[src/rtl/wrs_pkg.sv]
// Shared constants for the shadowed window register bank.
// Assumes a word-addressed map with a power-of-two stride per window.
package wrs_pkg;
    localparam int WIN_STRIDE = 8;
    localparam int FLD_W      = $clog2(WIN_STRIDE);
    localparam int FLD_CTRL   = 0;
    localparam int FLD_START  = 1;
    localparam int FLD_END    = 2;
    localparam int FLD_TL     = 3;
    localparam int FLD_SIZE   = 4;
    localparam int GLB_CTRL   = 0;
    localparam int GLB_STAT   = 1;
    localparam int HI_LSB     = 16;   // y, height and path bits start here
endpackage

[src/rtl/wrs_front_win.sv]
// Front (software-visible) registers of one window.
// Assumes BUF_AW <= 32 and COORD_W <= 16; wr_sel is already qualified by wr_en.
module wrs_front_win
    import wrs_pkg::*;
#(
    parameter int BUF_AW  = 32,
    parameter int COORD_W = 12
) (
    input  logic               clk,
    input  logic               rst_n,
    input  logic               wr_sel,
    input  logic [FLD_W-1:0]   wr_fld,
    input  logic [31:0]        wr_data,
    output logic               fr_en,
    output logic [BUF_AW-1:0]  fr_start,
    output logic [BUF_AW-1:0]  fr_end,
    output logic [COORD_W-1:0] fr_tlx,
    output logic [COORD_W-1:0] fr_tly,
    output logic [COORD_W-1:0] fr_w,
    output logic [COORD_W-1:0] fr_h
);
    // Capture a software write into the addressed field.
    always_ff @(posedge clk) begin
        if (!rst_n) begin
            fr_en    <= 1'b0;
            fr_start <= '0;
            fr_end   <= '0;
            fr_tlx   <= '0;
            fr_tly   <= '0;
            fr_w     <= '0;
            fr_h     <= '0;
        end else if (wr_sel) begin
            case (wr_fld)
                FLD_W'(FLD_CTRL):  fr_en    <= wr_data[0];
                FLD_W'(FLD_START): fr_start <= wr_data[BUF_AW-1:0];
                FLD_W'(FLD_END):   fr_end   <= wr_data[BUF_AW-1:0];
                FLD_W'(FLD_TL): begin
                    fr_tlx <= wr_data[COORD_W-1:0];
                    fr_tly <= wr_data[HI_LSB +: COORD_W];
                end
                FLD_W'(FLD_SIZE): begin
                    fr_w <= wr_data[COORD_W-1:0];
                    fr_h <= wr_data[HI_LSB +: COORD_W];
                end
                default: ;
            endcase
        end
    end
endmodule

[src/rtl/wrs_shadow_win.sv]
// Shadow copy of one window, reloaded atomically on vsync unless held.
// Computes the inclusive bottom-right corner while loading.
// Assumes vsync is a single-cycle pulse synchronous to clk.
module wrs_shadow_win #(
    parameter int BUF_AW  = 32,
    parameter int COORD_W = 12
) (
    input  logic               clk,
    input  logic               rst_n,
    input  logic               vsync,
    input  logic               hold,
    input  logic               fr_en,
    input  logic               fr_path,
    input  logic [BUF_AW-1:0]  fr_start,
    input  logic [BUF_AW-1:0]  fr_end,
    input  logic [COORD_W-1:0] fr_tlx,
    input  logic [COORD_W-1:0] fr_tly,
    input  logic [COORD_W-1:0] fr_w,
    input  logic [COORD_W-1:0] fr_h,
    output logic               sh_en,
    output logic               sh_path,
    output logic [BUF_AW-1:0]  sh_start,
    output logic [BUF_AW-1:0]  sh_end,
    output logic [COORD_W-1:0] sh_tlx,
    output logic [COORD_W-1:0] sh_tly,
    output logic [COORD_W-1:0] sh_brx,
    output logic [COORD_W-1:0] sh_bry
);
    logic [COORD_W:0]   sum_x, sum_y;
    logic [COORD_W-1:0] brx_nx, bry_nx;

    // Far corner = origin + extent - 1, pinned to zero when the sum is zero.
    always_comb begin
        sum_x  = {1'b0, fr_tlx} + (COORD_W+1)'(fr_w);
        sum_y  = {1'b0, fr_tly} + (COORD_W+1)'(fr_h);
        brx_nx = (sum_x == '0) ? '0 : COORD_W'(sum_x - 1'b1);
        bry_nx = (sum_y == '0) ? '0 : COORD_W'(sum_y - 1'b1);
    end

    // Reload all fields together at an unheld vsync.
    always_ff @(posedge clk) begin
        if (!rst_n) begin
            sh_en    <= 1'b0;
            sh_path  <= 1'b0;
            sh_start <= '0;
            sh_end   <= '0;
            sh_tlx   <= '0;
            sh_tly   <= '0;
            sh_brx   <= '0;
            sh_bry   <= '0;
        end else if (vsync && !hold) begin
            sh_en    <= fr_en;
            sh_path  <= fr_path;
            sh_start <= fr_start;
            sh_end   <= fr_end;
            sh_tlx   <= fr_tlx;
            sh_tly   <= fr_tly;
            sh_brx   <= brx_nx;
            sh_bry   <= bry_nx;
        end
    end

    // nothing moves between frame boundaries.
    assert_quiet_between_vsync_R3: assert property (@(posedge clk) disable iff (!rst_n)
        !vsync |=> ($stable(sh_en) && $stable(sh_path) && $stable(sh_start)
                    && $stable(sh_end) && $stable(sh_tlx) && $stable(sh_brx)));

    // a held window keeps its whole shadow set through vsync.
    assert_hold_freezes_R4: assert property (@(posedge clk) disable iff (!rst_n)
        (vsync && hold) |=> ($stable(sh_en) && $stable(sh_start) && $stable(sh_end)
                             && $stable(sh_tly) && $stable(sh_bry)));

    // an unheld vsync takes the front values seen at that edge.
    assert_reload_matches_front_R3: assert property (@(posedge clk) disable iff (!rst_n)
        (vsync && !hold) |=> (sh_en == $past(fr_en) && sh_start == $past(fr_start)
                              && sh_tly == $past(fr_tly)));
endmodule

[src/rtl/wrs_ctrl.sv]
// Shared control word: protect bits and per-window path enables.
// GLOBAL_PROTECT selects one protect bit (bit 0) for all windows.
module wrs_ctrl #(
    parameter int NUM_WIN        = 5,
    parameter bit GLOBAL_PROTECT = 1'b0
) (
    input  logic               clk,
    input  logic               rst_n,
    input  logic               wr_sel,
    input  logic [NUM_WIN-1:0] prot_wd,
    input  logic [NUM_WIN-1:0] path_wd,
    output logic [NUM_WIN-1:0] prot_q,
    output logic [NUM_WIN-1:0] path_q,
    output logic [NUM_WIN-1:0] hold
);
    localparam logic [NUM_WIN-1:0] KEEP = GLOBAL_PROTECT ? NUM_WIN'(1) : '1;

    // Store the control word; unused protect bits stay zero.
    always_ff @(posedge clk) begin
        if (!rst_n) begin
            prot_q <= '0;
            path_q <= '0;
        end else if (wr_sel) begin
            prot_q <= prot_wd & KEEP;
            path_q <= path_wd;
        end
    end

    generate
        if (GLOBAL_PROTECT) begin : g_global
            // Fan the single protect bit out to every window.
            assign hold = {NUM_WIN{prot_q[0]}};

            // all windows are held together or none is.
            assert_uniform_hold_R9: assert property (@(posedge clk) disable iff (!rst_n)
                (hold == '0) || (hold == '1));
        end else begin : g_per_win
            // Each window has its own hold.
            assign hold = prot_q;
        end
    endgenerate
endmodule

[src/rtl/winreg_shadow_bank.sv]
// Top of the shadowed overlay window register bank.
// Word map: window w at 8w..8w+4, control at 8*NUM_WIN, status at 8*NUM_WIN+1.
// Assumes BUF_AW <= 32, COORD_W <= 16, NUM_WIN <= 16.
module winreg_shadow_bank
    import wrs_pkg::*;
#(
    parameter int NUM_WIN        = 5,
    parameter int BUF_AW         = 32,
    parameter int COORD_W        = 12,
    parameter bit GLOBAL_PROTECT = 1'b0,
    localparam int REG_AW        = $clog2(WIN_STRIDE * (NUM_WIN + 1))
) (
    input  logic                            clk,
    input  logic                            rst_n,
    input  logic                            wr_en,
    input  logic [REG_AW-1:0]               wr_addr,
    input  logic [31:0]                     wr_data,
    input  logic [REG_AW-1:0]               rd_addr,
    output logic [31:0]                     rd_data,
    input  logic                            vsync,
    output logic [NUM_WIN-1:0]              sh_en,
    output logic [NUM_WIN-1:0]              sh_path,
    output logic [NUM_WIN-1:0][BUF_AW-1:0]  sh_start,
    output logic [NUM_WIN-1:0][BUF_AW-1:0]  sh_end,
    output logic [NUM_WIN-1:0][COORD_W-1:0] sh_tl_x,
    output logic [NUM_WIN-1:0][COORD_W-1:0] sh_tl_y,
    output logic [NUM_WIN-1:0][COORD_W-1:0] sh_br_x,
    output logic [NUM_WIN-1:0][COORD_W-1:0] sh_br_y
);
    localparam int WIN_W = REG_AW - FLD_W;
    localparam logic [REG_AW-1:0] STAT_ADDR = REG_AW'(WIN_STRIDE * NUM_WIN + GLB_STAT);

    logic [WIN_W-1:0]   wr_win, rd_win;
    logic [FLD_W-1:0]   wr_fld, rd_fld;
    logic               ctl_wr;
    logic [NUM_WIN-1:0] prot_q, path_q, hold;

    logic [NUM_WIN-1:0] fr_en;
    logic [BUF_AW-1:0]  fr_start [NUM_WIN];
    logic [BUF_AW-1:0]  fr_end   [NUM_WIN];
    logic [COORD_W-1:0] fr_tlx   [NUM_WIN];
    logic [COORD_W-1:0] fr_tly   [NUM_WIN];
    logic [COORD_W-1:0] fr_w     [NUM_WIN];
    logic [COORD_W-1:0] fr_h     [NUM_WIN];

    assign wr_win = wr_addr[REG_AW-1:FLD_W];
    assign wr_fld = wr_addr[FLD_W-1:0];
    assign rd_win = rd_addr[REG_AW-1:FLD_W];
    assign rd_fld = rd_addr[FLD_W-1:0];
    assign ctl_wr = wr_en && (wr_win == WIN_W'(NUM_WIN)) && (wr_fld == FLD_W'(GLB_CTRL));

    wrs_ctrl #(.NUM_WIN(NUM_WIN), .GLOBAL_PROTECT(GLOBAL_PROTECT)) u_ctrl (
        .clk     (clk),
        .rst_n   (rst_n),
        .wr_sel  (ctl_wr),
        .prot_wd (wr_data[NUM_WIN-1:0]),
        .path_wd (wr_data[HI_LSB +: NUM_WIN]),
        .prot_q  (prot_q),
        .path_q  (path_q),
        .hold    (hold)
    );

    generate
        for (genvar i = 0; i < NUM_WIN; i++) begin : g_win
            wrs_front_win #(.BUF_AW(BUF_AW), .COORD_W(COORD_W)) u_front (
                .clk      (clk),
                .rst_n    (rst_n),
                .wr_sel   (wr_en && (wr_win == WIN_W'(i))),
                .wr_fld   (wr_fld),
                .wr_data  (wr_data),
                .fr_en    (fr_en[i]),
                .fr_start (fr_start[i]),
                .fr_end   (fr_end[i]),
                .fr_tlx   (fr_tlx[i]),
                .fr_tly   (fr_tly[i]),
                .fr_w     (fr_w[i]),
                .fr_h     (fr_h[i])
            );

            wrs_shadow_win #(.BUF_AW(BUF_AW), .COORD_W(COORD_W)) u_shadow (
                .clk      (clk),
                .rst_n    (rst_n),
                .vsync    (vsync),
                .hold     (hold[i]),
                .fr_en    (fr_en[i]),
                .fr_path  (path_q[i]),
                .fr_start (fr_start[i]),
                .fr_end   (fr_end[i]),
                .fr_tlx   (fr_tlx[i]),
                .fr_tly   (fr_tly[i]),
                .fr_w     (fr_w[i]),
                .fr_h     (fr_h[i]),
                .sh_en    (sh_en[i]),
                .sh_path  (sh_path[i]),
                .sh_start (sh_start[i]),
                .sh_end   (sh_end[i]),
                .sh_tlx   (sh_tl_x[i]),
                .sh_tly   (sh_tl_y[i]),
                .sh_brx   (sh_br_x[i]),
                .sh_bry   (sh_br_y[i])
            );
        end
    endgenerate

    // Read mux: front fields, control word and shadow status; zero elsewhere.
    always_comb begin
        rd_data = '0;
        for (int i = 0; i < NUM_WIN; i++) begin
            if (rd_win == WIN_W'(i)) begin
                case (rd_fld)
                    FLD_W'(FLD_CTRL):  rd_data[0] = fr_en[i];
                    FLD_W'(FLD_START): rd_data = 32'(fr_start[i]);
                    FLD_W'(FLD_END):   rd_data = 32'(fr_end[i]);
                    FLD_W'(FLD_TL): begin
                        rd_data[COORD_W-1:0]       = fr_tlx[i];
                        rd_data[HI_LSB +: COORD_W] = fr_tly[i];
                    end
                    FLD_W'(FLD_SIZE): begin
                        rd_data[COORD_W-1:0]       = fr_w[i];
                        rd_data[HI_LSB +: COORD_W] = fr_h[i];
                    end
                    default: ;
                endcase
            end
        end
        if (rd_win == WIN_W'(NUM_WIN)) begin
            case (rd_fld)
                FLD_W'(GLB_CTRL): begin
                    rd_data[NUM_WIN-1:0]       = prot_q;
                    rd_data[HI_LSB +: NUM_WIN] = path_q;
                end
                FLD_W'(GLB_STAT): begin
                    rd_data[NUM_WIN-1:0]       = sh_en;
                    rd_data[HI_LSB +: NUM_WIN] = sh_path;
                end
                default: ;
            endcase
        end
    end

    // a write aimed at the status word leaves the control word alone.
    assert_status_readonly_R10: assert property (@(posedge clk) disable iff (!rst_n)
        (wr_en && wr_addr == STAT_ADDR) |=> ($stable(prot_q) && $stable(path_q)));
endmodule

[config.mk]
export PLATFORM = sky130hd
export DESIGN_NAME = winreg_shadow_bank
export DESIGN_NICKNAME = d
export VERILOG_FILES = /design/src/rtl/wrs_pkg.sv /design/src/rtl/wrs_front_win.sv /design/src/rtl/wrs_shadow_win.sv /design/src/rtl/wrs_ctrl.sv /design/src/rtl/winreg_shadow_bank.sv
export SDC_FILE = /design/constraint.sdc
export NUM_CORES = 2
export LEC_CHECK = 0
export BUFFER_PORTS_ARGS = -buffer_cell sky130_fd_sc_hd__buf_2
export CORE_MARGIN = 2
export CORE_UTILIZATION = 50
export DETAILED_ROUTE_END_ITERATION = 7
export HOLD_SLACK_MARGIN = 0.05
export PLACE_DENSITY = 0.8
export SYNTH_ARGS = -nofsm -noshare
export SYNTH_HDL_FRONTEND = slang
export SYNTH_SLANG_ARGS = --single-unit
[constraint.sdc]
create_clock -name clk -period 3.6 [get_ports clk]
set_input_delay 0.18 -clock clk [delete_from_list [all_inputs] [get_ports clk]]
set_output_delay 0.18 -clock clk [all_outputs]
set_load 0.03 [all_outputs]
==> flow_summary_export.csv <==
group,metric,value,unit
critical_path,worst_setup_path_end_kind,"primary output",
synth,syn_inst,6668,
cts,clk_path_buf_depth,3,
sta,post-route-period-util,97.6,%
synth,async_flop_share,0,%
cts,path_clk_slew,60,ps
sta,max-slew-margin-rel,14.4,%
sta,worst_pin_slew,1280,ps
power_and_ir_drop,p_per_area,457,nW/um^2
synth,synth_edf_count,0,
synth,synthesis.nets,6856,
synth,yosys.area.top_type_share,45.0,%
detailed_routing,ant_nets,0,
critical_path,path_class,"input port to primary output",
cts,h-tree-depth,3,
floorplanning,start_util,50.2,%
synth,synth.most_common_cell,"nand2_1",
synth,yosys_warnings,0,
cts,cts_buffers,115,
detailed_routing,via_count,52705,
cts,cts_tree,"done",
floorplanning,rows,117,
outcome,status,"completed",
sta,clock_skew,30.1,ps
placement,dp_slack,242,ps
critical_path,crit_required,3420,ps
global_routing,grt_pass1_vias,47966,
synth,syn_area,50900,um^2
floorplanning,die_height,323,um
cts,clock-sinks,1145,
sta,fin_setup_tns,0,ps
final_layout,nets,7277,
global_routing,grt_overflow,0,
synth,avgSynthCellArea,7.63,um^2
floorplanning,die_w,323,um
min_path,hold_class,"input port to flip-flop",
placement,place_inst,8313,
placement,place_hpwl,156000,um
critical_path,cp.arrival,3330,ps
synth,ys_ff_latch,1145,
critical_path,path_max_fanout,50,
cts,cts-root-buf,"clkbuf_16",
synth,synth_ff_type,"dfxtp_1",
sta,period_minus_slack,3510,ps
detailed_routing,wl_per_cell,25.6,um
detailed_routing,drtIter0Drc,7704,
synth,yosysSeqAreaShare,45.0,%
floorplanning,coreArea,101000,um^2
sta,setup_viol,0,
floorplanning,num_io_pins,650,
critical_path,critPathLaunchType,"input port",
final_layout,final_cells,8562,
synth,synth.distinct_cells,90,
run,cap_viol_max_count,0,
detailed_routing,wirelength,219000,um
global_routing,antenna_found_initial,21,
detailed_routing,drc,0,
sta,hold_viol,0,
power_and_ir_drop,p_leak,22.8,nW
sta,max_freq,285,MHz
sta,worst_hold_slack,107,ps
cts,clk_latency,740,ps
sta,grt_setup_unrepaired,"false",
power_and_ir_drop,ir_drop,0.000355,V
sta,fin_ws,85.2,ps
global_routing,grt_pass1_wl,313000,um
floorplanning,die_area,104000,um^2
synth,yosysTopAreaCell,"dfxtp_1",
sta,report.final.slew_viol_count,0,
final_layout,drive_gt1_share,15.0,%
synth,yosys-top-cells-area,"dfxtp_1 45%, nand2_1 17%, a21oi_1 11%",
global_routing,grt_max_degree,158,
detailed_routing,drtPass1Iterations,8,
synth,synthTopCellsByCount,"2240 x nand2_1, 1166 x a21oi_1, 1145 x dfxtp_1",
global_routing,grt_use_total,40.0,%
final_layout,syn_to_final_growth,17.1,%
detailed_routing,vias_per_cell,6.16,
placement,place_congestion,1.04,
placement,numPortBuffers,649,
## layer usage
metal	share of wire, %	up-vias	track usage [%]	wire length, um
met2	41	3596	57.5	90000
met4	8.0	22	28.0	17600
li1	-	23457	-	-
met5	0.060	-	0	132
met3	14	838	12.4	30400
met1	37	24792	51.1	80900
## timing repair
action                     4_1_cts  5_1_grt
hold endpoints to repair       230        0
gates resized for setup          0        2
hold buffers                    27        0
buffers inserted                 0        0
setup endpoints to repair        0       14
## worst max-delay path, stage by stage
cell and delay (ps):
buf_2 210, nand2b_1 470, nor2_4 190, buf_12 250, a221oi_1 800, o22ai_1 230
nand3_1 240, o221ai_1 370, buf_2 330
## through the flow
| stage | utilization [%] | total power, mW | instance area [um^2] |
|---|---|---|---|
| floorplan | - | 14.1 | 50900 |
| global placement | 54.6 | 14.7 | 55300 |
| detailed placement | 54.6 | 14.7 | 55300 |
| CTS | 58.8 | 27.1 | 59500 |
| global route | 58.8 | 27.8 | 59600 |
| finish | 58.8 | 27.2 | 59600 |
## power by group
part | switching, mW | internal, mW | leakage [nW]
Combinational | 1.36 | 0.368 | 11.6
Sequential | 0.0744 | 12.8 | 9.23
Clock | 5.33 | 7.32 | 1.93
## cell families after synthesis
logic type / share of synthesized area, %
flip-flops: 45.0
multiplexers: 1.61
XOR/XNOR: 2.72
buffers and inverters: 4.41
AND/OR/NAND/NOR: 21.8
adder cells (fa/ha/maj): 3.59
AO/OA/AOI/OAI: 20.8
## registers in the layout (all words and copies together) (netlist names)
register                 flops
g_win.u_front.fr_h          60
u_ctrl.path_q                5
g_win.u_shadow.sh_start    160
g_win.u_front.fr_tly        60
g_win.u_shadow.sh_path       5
g_win.u_front.fr_w          60
g_win.u_shadow.sh_en         5
g_win.u_front.fr_start     160
g_win.u_front.fr_tlx        60
g_win.u_shadow.sh_end      160
g_win.u_shadow.sh_bry       60
g_win.u_front.fr_en          5
g_win.u_shadow.sh_tlx       60
g_win.u_front.fr_end       160
g_win.u_shadow.sh_brx       60
u_ctrl.hold                  5
g_win.u_shadow.sh_tly       60
## final cells by class
type                    instances  area [um^2]
well taps                    1368         1710
multi-input cells            4937        25900
diodes                          9         22.5
clock buffers                 170         3360
clock inverters                43          591
flip-flops and latches       1145        22900
repair buffers                817         4790
inverters                      73          282
fillers                      9262        41700
## worst paths after layout
check	from	end	slack, ps	cells after the start
max	rd_addr[2]	rd_data[21]	90	9
min	wr_data[3]	g_win[1].u_front.fr_start[3]	110	3
max reg2reg	g_win[3].u_front.fr_w[1]	g_win[3].u_shadow.sh_brx[4]	220	10
min reg2reg	g_win[0].u_shadow.sh_brx[8]	g_win[0].u_shadow.sh_brx[8]	450	2
## cell usage in the layout, fill, tap and decap left out, drive strengths merged, types with 18 or more instances in the layout
cell type       n
o22ai          43
dfxtp        1145
a22oi         135
a221oi         60
nor4           19
xnor2          93
o21a           26
mux2           29
a21o           23
nand2        2240
a22o           55
o211ai         19
a211oi         19
o21ai         153
nor2          188
nand3          74
nor2b          27
inv            79
nor3           60
clkbuf        170
xor2           65
a21oi        1168
nand2b         18
o221ai         21
or2            19
dlygate4sd3    27
mux2i          47
clkinv         20
buf           790
ha            130
Note: power is estimated with default switching activity, not from simulation.
